**config.mk**
```make
export PLATFORM = sky130hd
export DESIGN_NAME = sirq_unit
export DESIGN_NICKNAME = d
export VERILOG_FILES = /design/src/rtl/sirq_pkg.sv /design/src/rtl/sirq_access_dec.sv /design/src/rtl/sirq_level_enc.sv /design/src/rtl/sirq_merge.sv /design/src/rtl/sirq_unit.sv
export SDC_FILE = /design/constraint.sdc
export NUM_CORES = 1
export LEC_CHECK = 0
export BUFFER_PORTS_ARGS = -buffer_cell sky130_fd_sc_hd__buf_2
export CELL_PAD_IN_SITES_DETAIL_PLACEMENT = 2
export CELL_PAD_IN_SITES_GLOBAL_PLACEMENT = 2
export CORE_ASPECT_RATIO = 2
export CORE_MARGIN = 2
export CORE_UTILIZATION = 30
export CTS_CLUSTER_SIZE = 24
export DETAILED_ROUTE_END_ITERATION = 12
export PLACE_DENSITY_LB_ADDON = 0.25
export SYNTH_ARGS = -nofsm -noshare
export SYNTH_HDL_FRONTEND = slang
export SYNTH_SLANG_ARGS = --single-unit
```
**constraint.sdc**
```tcl
create_clock -name clk -period 3.6 [get_ports clk]
set_clock_uncertainty 0.2 [all_clocks]
set_input_delay 0.36 -clock clk [delete_from_list [all_inputs] [get_ports clk]]
set_output_delay 0.36 -clock clk [all_outputs]
set_load 0.005 [all_outputs]
```
**src/rtl/sirq_pkg.sv**
```systemverilog
package sirq_pkg;
   typedef enum logic [2:0] {
      OP_IDLE = 3'd0,
      OP_WDIR = 3'd1,
      OP_WSET = 3'd2,
      OP_WCLR = 3'd3,
      OP_READ = 3'd4
   } sirq_op_e;
endpackage

```
**src/rtl/sirq_access_dec.sv**
```systemverilog
module sirq_access_dec
   import sirq_pkg::*;
#(
   parameter int ADDR_W = 2,
   parameter int A_DIR  = 0,
   parameter int A_SET  = 1,
   parameter int A_CLR  = 2
) (
   input  logic [ADDR_W-1:0] addr,
   input  logic              we,
   input  logic              re,
   input  logic              priv,
   output sirq_op_e          op,
   output logic              flt_priv,
   output logic              flt_ill
);
   logic hit_dir, hit_set, hit_clr, mapped;

   assign hit_dir = (addr == ADDR_W'(A_DIR));
   assign hit_set = (addr == ADDR_W'(A_SET));
   assign hit_clr = (addr == ADDR_W'(A_CLR));
   assign mapped  = hit_dir | hit_set | hit_clr;

   always_comb begin
      op       = OP_IDLE;
      flt_priv = 1'b0;
      flt_ill  = 1'b0;
      if (we) begin
         if (!mapped)      flt_ill  = 1'b1;
         else if (!priv)   flt_priv = 1'b1;
         else if (hit_dir) op       = OP_WDIR;
         else if (hit_set) op       = OP_WSET;
         else              op       = OP_WCLR;
      end else if (re) begin
         if (!mapped)      flt_ill  = 1'b1;
         else if (!priv)   flt_priv = 1'b1;
         else if (hit_dir) op       = OP_READ;
         else              flt_ill  = 1'b1;
      end
   end
endmodule

```
**src/rtl/sirq_level_enc.sv**
```systemverilog
module sirq_level_enc #(
   parameter int LEVELS = 15,
   parameter int W      = LEVELS + 2,
   parameter int LVL_W  = $clog2(LEVELS + 1)
) (
   input  logic [W-1:0]     word,
   output logic [LVL_W-1:0] level
);
   logic [LEVELS+1:1] above;
   logic [LEVELS:1]   top;

   assign above[LEVELS+1] = 1'b0;

   for (genvar i = LEVELS; i >= 1; i--) begin : g_chain
      assign top[i]   = word[i] & ~above[i+1];
      assign above[i] = above[i+1] | word[i];
   end

   always_comb begin
      level = '0;
      for (int i = 1; i <= LEVELS; i++) begin
         level = level | (top[i] ? LVL_W'(i) : '0);
      end
   end
endmodule

```
**src/rtl/sirq_merge.sv**
```systemverilog
module sirq_merge
   import sirq_pkg::*;
#(
   parameter int W       = 17,
   parameter bit HW_WINS = 1'b1
) (
   input  logic [W-1:0] cur,
   input  logic [W-1:0] wdata,
   input  sirq_op_e     op,
   input  logic         tick_hit,
   input  logic         stick_hit,
   output logic [W-1:0] nxt
);
   logic [W-1:0] hw;
   logic [W-1:0] base;
   logic [W-1:0] sw;

   always_comb begin
      hw        = '0;
      hw[0]     = tick_hit;
      hw[W-1]   = stick_hit;
   end

   if (HW_WINS) begin : g_hw_last
      assign base = cur;
      assign nxt  = sw | hw;
   end else begin : g_hw_first
      assign base = cur | hw;
      assign nxt  = sw;
   end

   always_comb begin
      unique case (op)
         OP_WDIR: sw = wdata;
         OP_WSET: sw = base | wdata;
         OP_WCLR: sw = base & ~wdata;
         default: sw = base;
      endcase
   end
endmodule

```
**src/rtl/sirq_unit.sv**
```systemverilog
module sirq_unit
   import sirq_pkg::*;
#(
   parameter int LEVELS  = 15,
   parameter int ADDR_W  = 2,
   parameter int A_DIR   = 0,
   parameter int A_SET   = 1,
   parameter int A_CLR   = 2,
   parameter bit HW_WINS = 1'b1,
   localparam int W      = LEVELS + 2,
   localparam int LVL_W  = $clog2(LEVELS + 1)
) (
   input  logic              clk,
   input  logic              rst_n,
   input  logic [ADDR_W-1:0] acc_addr,
   input  logic [W-1:0]      acc_wdata,
   input  logic              acc_we,
   input  logic              acc_re,
   input  logic              acc_priv,
   input  logic              tick_hit,
   input  logic              stick_hit,
   input  logic [LVL_W-1:0]  pil,
   output logic [W-1:0]      rd_data,
   output logic              flt_priv,
   output logic              flt_ill,
   output logic              recheck,
   output logic              irq_req,
   output logic [LVL_W-1:0]  pend_lvl
);
   if (LEVELS < 1) begin : g_bad_levels
      $error("sirq_unit: LEVELS must be at least 1");
   end
   if (A_DIR == A_SET || A_DIR == A_CLR || A_SET == A_CLR) begin : g_bad_map
      $error("sirq_unit: register addresses must be distinct");
   end
   if (A_DIR >= (1 << ADDR_W) || A_SET >= (1 << ADDR_W) || A_CLR >= (1 << ADDR_W)) begin : g_bad_addr
      $error("sirq_unit: register address does not fit ADDR_W");
   end

   sirq_op_e         op;
   logic             dec_fp, dec_fi;
   logic [W-1:0]     soft_q, soft_d;
   logic [LVL_W-1:0] lvl_now, lvl_nxt;

   sirq_access_dec #(
      .ADDR_W(ADDR_W), .A_DIR(A_DIR), .A_SET(A_SET), .A_CLR(A_CLR)
   ) u_dec (
      .addr(acc_addr), .we(acc_we), .re(acc_re), .priv(acc_priv),
      .op(op), .flt_priv(dec_fp), .flt_ill(dec_fi)
   );

   sirq_merge #(.W(W), .HW_WINS(HW_WINS)) u_merge (
      .cur(soft_q), .wdata(acc_wdata), .op(op),
      .tick_hit(tick_hit), .stick_hit(stick_hit), .nxt(soft_d)
   );

   sirq_level_enc #(.LEVELS(LEVELS), .W(W), .LVL_W(LVL_W)) u_enc_now (
      .word(soft_q), .level(lvl_now)
   );

   sirq_level_enc #(.LEVELS(LEVELS), .W(W), .LVL_W(LVL_W)) u_enc_nxt (
      .word(soft_d), .level(lvl_nxt)
   );

   always_ff @(posedge clk) begin
      if (!rst_n) begin
         soft_q   <= '0;
         rd_data  <= '0;
         flt_priv <= 1'b0;
         flt_ill  <= 1'b0;
         recheck  <= 1'b0;
      end else begin
         soft_q   <= soft_d;
         rd_data  <= (op == OP_READ) ? soft_q : '0;
         flt_priv <= dec_fp;
         flt_ill  <= dec_fi;
         recheck  <= (lvl_nxt > lvl_now);
      end
   end

   assign pend_lvl = lvl_now;
   assign irq_req  = (lvl_now > pil);
endmodule

```
==> flow_metrics.tcl, run 1 <==
set metrics [dict create \
    status "completed" \
    post-route-cell-area_mm2 0.00235 \
    cts-htree-levels 2 \
    place_worst_setup_slack_ps 279 \
    grt_overflow_total 0 \
    maxSlewViolCount 0 \
    crit-reg2reg-launch "soft_q[14]$_SDFF_PN0_" \
    synthesis.yosys.warnings 0 \
    total_placed_instance_area_mm2 0.00220 \
    quantity_of_i_o_buffers_inserted_on_ports 54 \
    num-nets-final 301 \
    initial_cell_density_of_the_core 0.308 \
    drive_above_1_share 0.345 \
    slowest_stage "or3_1" \
    postCtsHoldBufs 0 \
    timing_worst_slew_pin_value_ps 871 \
    cts.sink_count 37 \
    layout_min_cycle_time_ps 3310 \
    cp_cell_sequence "nor4_2 > nand2_1 > or3_1 > inv_1 > o31ai_1 > o311ai_1 > ha_1 > nor2b_1 > o21ai_0 > nand2b_1 > a21oi_1 > a41oi_1 > buf_2" \
    worst-r2r-setup-slack_ps 890 \
    synth_async_sr_flop_share 0 \
    synth.yosys.seq_area_share 0.400 \
    min_from "stick_hit" \
    finalHoldViolations 0 \
    grt_first_pass_wirelength_mm 9.49 \
    wire_per_inst_um 18.1 \
    synth_most_common_cell "dfxtp_1" \
    tritoncts_clock_tree "built" \
    yosys-top-cells-count "37 x dfxtp_1, 25 x nor2_1, 20 x and2_1" \
    timing.setup.tns_ps 0 \
    power.static_leakage_nw 1.12 \
    drt_first_pass_iters 4 \
    r2r_end "recheck$_SDFF_PN0_" \
    syn_nets 240 \
    synth_cell_type_count 46 \
    r2r_cells 13 \
    synth.top_cells.by_area "dfxtp_1 40%, and2_1 6.8%, ha_1 5.4%" \
    max_stage_delay_ps 380 \
    gpl.final_weighted_congestion 0.877 \
    power_density_mw_per_mm2 463 \
    postSynthAreaPerCell_um2 9.16 \
    clk-insertion-delay-late_ps 290 \
    ys_dominant_reg_cell "dfxtp_1" \
    gr-usage-all-layers 0.187 \
    worst-path-max-fanout 4 \
    tritoncts.num_buffers 5 \
    timing.final.ws_setup_ps 292 \
    die_h_um 115 \
    cts_root_buffer "clkbuf_16" \
    max_clock_freq_mhz 302 \
    number_of_enable_flip_flop_cells_after_synthesis 0 \
    fin_crit_sh 0.919 \
    vias 1753 \
    drt-vias-per-instance 5.36 \
    detailedRoute.firstIterationViolations 23 \
    hold_class "input port to flop" \
    finalSetupViolations 0 \
    timing_worst_setup_path_type "flop to primary output" \
    ys_seq_elements 37 \
    synth_largest_area_cell "dfxtp_1" \
    detailedPlacementHpwl_mm 4.62 \
    rows 40 \
    grt_max_degree 20 \
    syn_inst 202 \
    grt_pass1_vias 1918 \
    fp.coreArea_mm2 0.00601 \
    clk_pin_slew_worst_paths_ps 60 \
    dieWidth_um 59.5 \
    insertedDiodeCount 0 \
    number_of_antenna_violations_at_the_first_check_in_global_routing 0 \
    nFillCells 708 \
    vdd_ir_drop_max_mv 0.302 \
    antenna_violating_nets_post_route 0 \
    rsz0062_at_grt "no" \
    timing.max_cap.violations 0 \
    final_core_utilization 0.391 \
    hold_path_end "soft_q[16]$_SDFF_PN0_" \
    slew_headroom 0.420 \
    share_of_the_synthesized_area_in_the_top_cell_type 0.400 \
    netlist_area_mm2 0.00185 \
    timing.critical_path.arrival_ps 2750 \
    floorplan.die_area_mm2 0.00685 \
    crit_path_start_kind "flop" \
    num_io_pins 55 \
    clk_path_buf_depth 2 \
    crit_required_ps 3040 \
    area_growth_pct 26.8 \
    detail_route.wirelength_mm 5.93 \
    drc 0 \
    worst_setup_path_end_kind "primary output" \
    worst_hold_path.num_cells 3 \
]
-- stage by stage --
stage | hold WS, ps | std cells | power (mW)
after floorplan | 231 | 202 | 0.580
after global placement | 247 | 319 | 0.660
after detailed placement | 258 | 319 | 0.666
after CTS | 108 | 327 | 1.10
after global routing | 108 | 327 | 1.14
final | 102 | 327 | 1.09
-- report_power, final --
group	switching, mW	internal (mW)
combinational	0.121	0.102
sequential	0.0101	0.423
clock	0.175	0.254
total	0.306	0.780
-- cell type report --
| cell class | instances | area (um2) | share of cell area |
|---|---|---|---|
| clock inverter | 2 | 10.0 | 0.00427 |
| tap | 63 | 78.8 | 0.0336 |
| inverter | 13 | 48.8 | 0.0208 |
| timing repair buffer | 61 | 323 | 0.138 |
| clock buffer | 6 | 129 | 0.0549 |
| multi-input combinational | 145 | 1020 | 0.433 |
| sequential | 37 | 741 | 0.316 |
-- worst max-delay path: cells and delay by family (launching register included) --
kind | cells | cell delay, ps
AO/OA/AOI/OAI | 5 | 570
adder cells (fa/ha/maj) | 1 | 320
buffers and inverters | 2 | 260
flip-flops | 1 | 320
AND/OR/NAND/NOR | 5 | 990
-- metal layers --
metal	share of wire	track usage	vias to the layer above
met5	0	0	-
met4	0.023	0.0770	0
met3	0.029	0.0337	8
met2	0.59	0.358	36
met1	0.36	0.187	857
li1	-	-	852
-- worst max path at each step --
| stage | startpoint | end | slack [ps] | cells after the start |
|---|---|---|---|---|
| 4_1_cts | soft_q[12]$_SDFF_PN0_ | irq_req | 100 | 13 |
| 2_1_floorplan | soft_q[12]$_SDFF_PN0_ | irq_req | 770 | 12 |
| 3_5_place_dp | acc_we | recheck$_SDFF_PN0_ | 280 | 13 |
| 6_report | soft_q[14]$_SDFF_PN0_ | irq_req | 290 | 13 |
| 5_1_grt | soft_q[14]$_SDFF_PN0_ | irq_req | 30 | 13 |
| 3_3_place_gp | acc_we | recheck$_SDFF_PN0_ | 280 | 13 |
-- timing repair --
item / 4_1_cts / 5_1_grt
resized for setup: 0 / 2
buffers inserted: 0 / 0
endpoints found under the setup margin: 0 / 1
-- flip-flops by register name, summed over array words and instances (netlist names) --
| signal | flops |
|---|---|
| flt_ill | 1 |
| recheck | 1 |
| soft_q | 17 |
| flt_priv | 1 |
| rd_data | 17 |
-- cell usage in the layout (no fill, tap or decap), types with 3 or more instances in the layout --
| cell type | Yosys | layout |
|---|---|---|
| a21oi_1 | 6 | 6 |
| buf_4 | 0 | 7 |
| o21ai_0 | 14 | 14 |
| nand2b_1 | 3 | 3 |
| a22o_2 | 5 | 5 |
| and2_1 | 20 | 20 |
| a221oi_1 | 5 | 5 |
| nand2_1 | 6 | 6 |
| and3b_2 | 5 | 5 |
| ha_1 | 8 | 8 |
| nor4_1 | 5 | 4 |
| buf_2 | 2 | 54 |
| a221oi_2 | 3 | 3 |
| clkbuf_16 | 0 | 5 |
| nor2b_1 | 3 | 3 |
| nor2_1 | 25 | 25 |
| dfxtp_1 | 37 | 37 |
| inv_1 | 13 | 13 |
| and3b_1 | 3 | 3 |
-- kinds of logic (layout without fill, tap and decap cells) --
family,Yosys count,after routing,synth area share
buf+inv,20,82,0.0541
simple gates,84,84,0.269
compound gates,52,52,0.217
fa+ha+maj,9,9,0.0595
flops,37,37,0.400
No activity file was read; power rests on OpenSTA's default activity.
==> run 2, diff against run 1 <==
- PLACE_DENSITY_LB_ADDON: 0.25 -> 0.1
==> run 2 against run 1 <==
Effect of this change:
- worst hold slack worse by 6.6 ps
- critical path type unchanged
- clock-buffer cell count down 1
- power grew 7.0%
- largest power group is now the clock network
- design area rose by 0.80%
- routed wire length up 1.2%
==> flow_metrics.tcl, run 2 (synthesis results as in run 1) <==
set metrics [dict create \
    final_instance_count_without_filler_cells 325 \
    detail_route.wirelength_mm 6.00 \
    wire_per_inst_um 18.5 \
    crit_path_start_kind "flop" \
    grt_max_degree 20 \
    insertedDiodeCount 0 \
    die_h_um 115 \
    timing.critical_path.arrival_ps 2830 \
    clk_pwr_share 0.425 \
    grt_overflow_total 0 \
    timing.max_cap.violations 0 \
    drt_first_pass_iters 4 \
    setup.worst_path.start "soft_q[13]$_SDFF_PN0_" \
    worst-r2r-setup-slack_ps 750 \
    hold_class "input port to flop" \
    crit-reg2reg-launch "soft_q[13]$_SDFF_PN0_" \
    power_density_mw_per_mm2 491 \
    dp.cells 318 \
    power_frac_seq 0.373 \
    initial_cell_density_of_the_core 0.308 \
    cts-htree-levels 2 \
    cts_setup_buffers 0 \
    crit_required_ps 3040 \
    rsz0062_at_grt "no" \
    number_of_antenna_violations_at_the_first_check_in_global_routing 0 \
    postCtsHoldBufs 0 \
    cts_root_buffer "clkbuf_16" \
    timing_worst_setup_path_type "flop to primary output" \
    layout_min_cycle_time_ps 3390 \
    drive_above_1_share 0.347 \
    final_core_utilization 0.394 \
    path_buf_inv 2 \
    r2r_cells 13 \
    vdd_ir_drop_max_mv 0.275 \
    detailedPlacementHpwl_mm 4.70 \
    num_io_pins 55 \
    status "completed" \
    cts.sink_count 37 \
    antenna_violating_nets_post_route 0 \
    grt_pass1_vias 1811 \
    dieWidth_um 59.5 \
    cp_cell_sequence "nor4_2 > nand2_1 > or3_4 > inv_1 > o31ai_1 > o311ai_1 > ha_1 > nor2b_1 > o21ai_0 > nand2b_1 > a21oi_1 > a41oi_1 > buf_2" \
    rows 40 \
    clk_pin_slew_worst_paths_ps 60 \
    power.static_leakage_nw 1.12 \
    worst_hold_path.num_cells 3 \
    grt_first_pass_wirelength_mm 9.49 \
    worst-path-max-fanout 5 \
    drc 0 \
    power.combinational.fraction 0.202 \
    path_delay_family "simple AND/OR/NAND/NOR gates" \
    max_clock_freq_mhz 295 \
    largest_registers "rd_data (17), soft_q (17)" \
    tritoncts_clock_tree "built" \
    detailedRoute.firstIterationViolations 32 \
    fp.coreArea_mm2 0.00601 \
    internal_power_uw 851 \
    area_growth_pct 27.8 \
    r2r_end "recheck$_SDFF_PN0_" \
    num-nets-final 300 \
    switching_share 0.268 \
    quantity_of_i_o_buffers_inserted_on_ports 54 \
    slowest_stage "or3_4" \
    worst_setup_path_end_kind "primary output" \
    timing.setup.tns_ps 0 \
    finalHoldViolations 0 \
    timing_worst_slew_pin_value_ps 852 \
    fin_crit_sh 0.940 \
    layout_commonest_cell "buf_2" \
    drt-vias-per-instance 5.36 \
    slew_headroom 0.432 \
    gr-usage-all-layers 0.193 \
    min_from "stick_hit" \
    power.switching_uw 312 \
    hold_path_end "soft_q[16]$_SDFF_PN0_" \
    gpl.final_weighted_congestion 0.749 \
    floorplan.die_area_mm2 0.00685 \
    maxSlewViolCount 0 \
    clk_path_buf_depth 2 \
    clk-insertion-delay-late_ps 280 \
    finalSetupViolations 0 \
    tritoncts.num_buffers 5 \
    vias 1741 \
    max_stage_delay_ps 370 \
    commonest_cells_after_routing_fill_and_taps_aside "54 x buf_2, 37 x dfxtp_1, 25 x nor2_1" \
]
==> run 2: changes by cell type in the layout (fill, tap and decap cells not counted), sizes merged <==
cell	before	now
buf	61	60
bufinv	0	1
clkbuf	6	5
clkinv	2	1
==> run 2: how the worst max path moves through the flow <==
stage                         end  slack [ps]  depth (start not counted)
5_1_grt                   irq_req           7                         13
4_1_cts                   irq_req          20                         13
2_1_floorplan             irq_req         770                         12
3_3_place_gp   recheck$_SDFF_PN0_         290                         12
3_5_place_dp   recheck$_SDFF_PN0_         260                         12
6_report                  irq_req         210                         13
==> run 2: layer usage <==
| layer | wire length, um | up-vias | share of wire | global-route usage |
|---|---|---|---|---|
| met1 | 2210 | 835 | 0.37 | 0.188 |
| met2 | 3420 | 47 | 0.57 | 0.371 |
| met5 | 0 | - | 0 | 0 |
| met3 | 163 | 12 | 0.027 | 0.0360 |
| met4 | 208 | 0 | 0.035 | 0.0844 |
| li1 | - | 847 | - | - |
==> run 2: power by group through the flow <==
stage	Clock, mW	Combinational [mW]	Sequential, mW
3_5_place_dp	0	0.234	0.442
3_3_place_gp	0	0.222	0.442
5_1_grt	0.521	0.264	0.435
2_1_floorplan	0	0.140	0.440
4_1_cts	0.500	0.238	0.433
6_report	0.494	0.235	0.433
==> run 2: layout make-up <==
type / count / area (um2)
Sequential cell: 37 / 741
Timing Repair Buffer: 60 / 315
Inverter: 13 / 48.8
Clock buffer: 5 / 125
Fill cell: 710 / 3640
Multi-Input combinational cell: 145 / 1020
Tap cell: 63 / 78.8
Clock inverter: 2 / 35.0
==> run 2: timing repair <==
item | CTS | global route
hold endpoints to repair | 0 | 0
gates resized for setup | 0 | 3
setup endpoints to repair | 0 | 1
==> run 2: per-stage QoR <==
step                setup WS [ps]  total power [mW]  instance area [um2]  hold WS [ps]
detailed placement            262             0.676                 2190           251
floorplan                     772             0.580                 1850           231
finish                        215              1.16                 2360          95.4
global route                 6.98              1.22                 2360           128
CTS                          22.3              1.17                 2350           104
global placement              285             0.664                 2190           255
==> run 2: worst register-to-register path, cell delays in order (launching register included) <==
cell      delay, ps
dfxtp_1         360
nor4_2          300
nand2_1         140
or3_4           370
inv_1           100
o31ai_1         100
o311ai_1        150
inv_1           120
ha_1            350
nor2b_1         150
o21ai_0         140
nand2b_1         70
a21oi_1         140
nor2_1           50
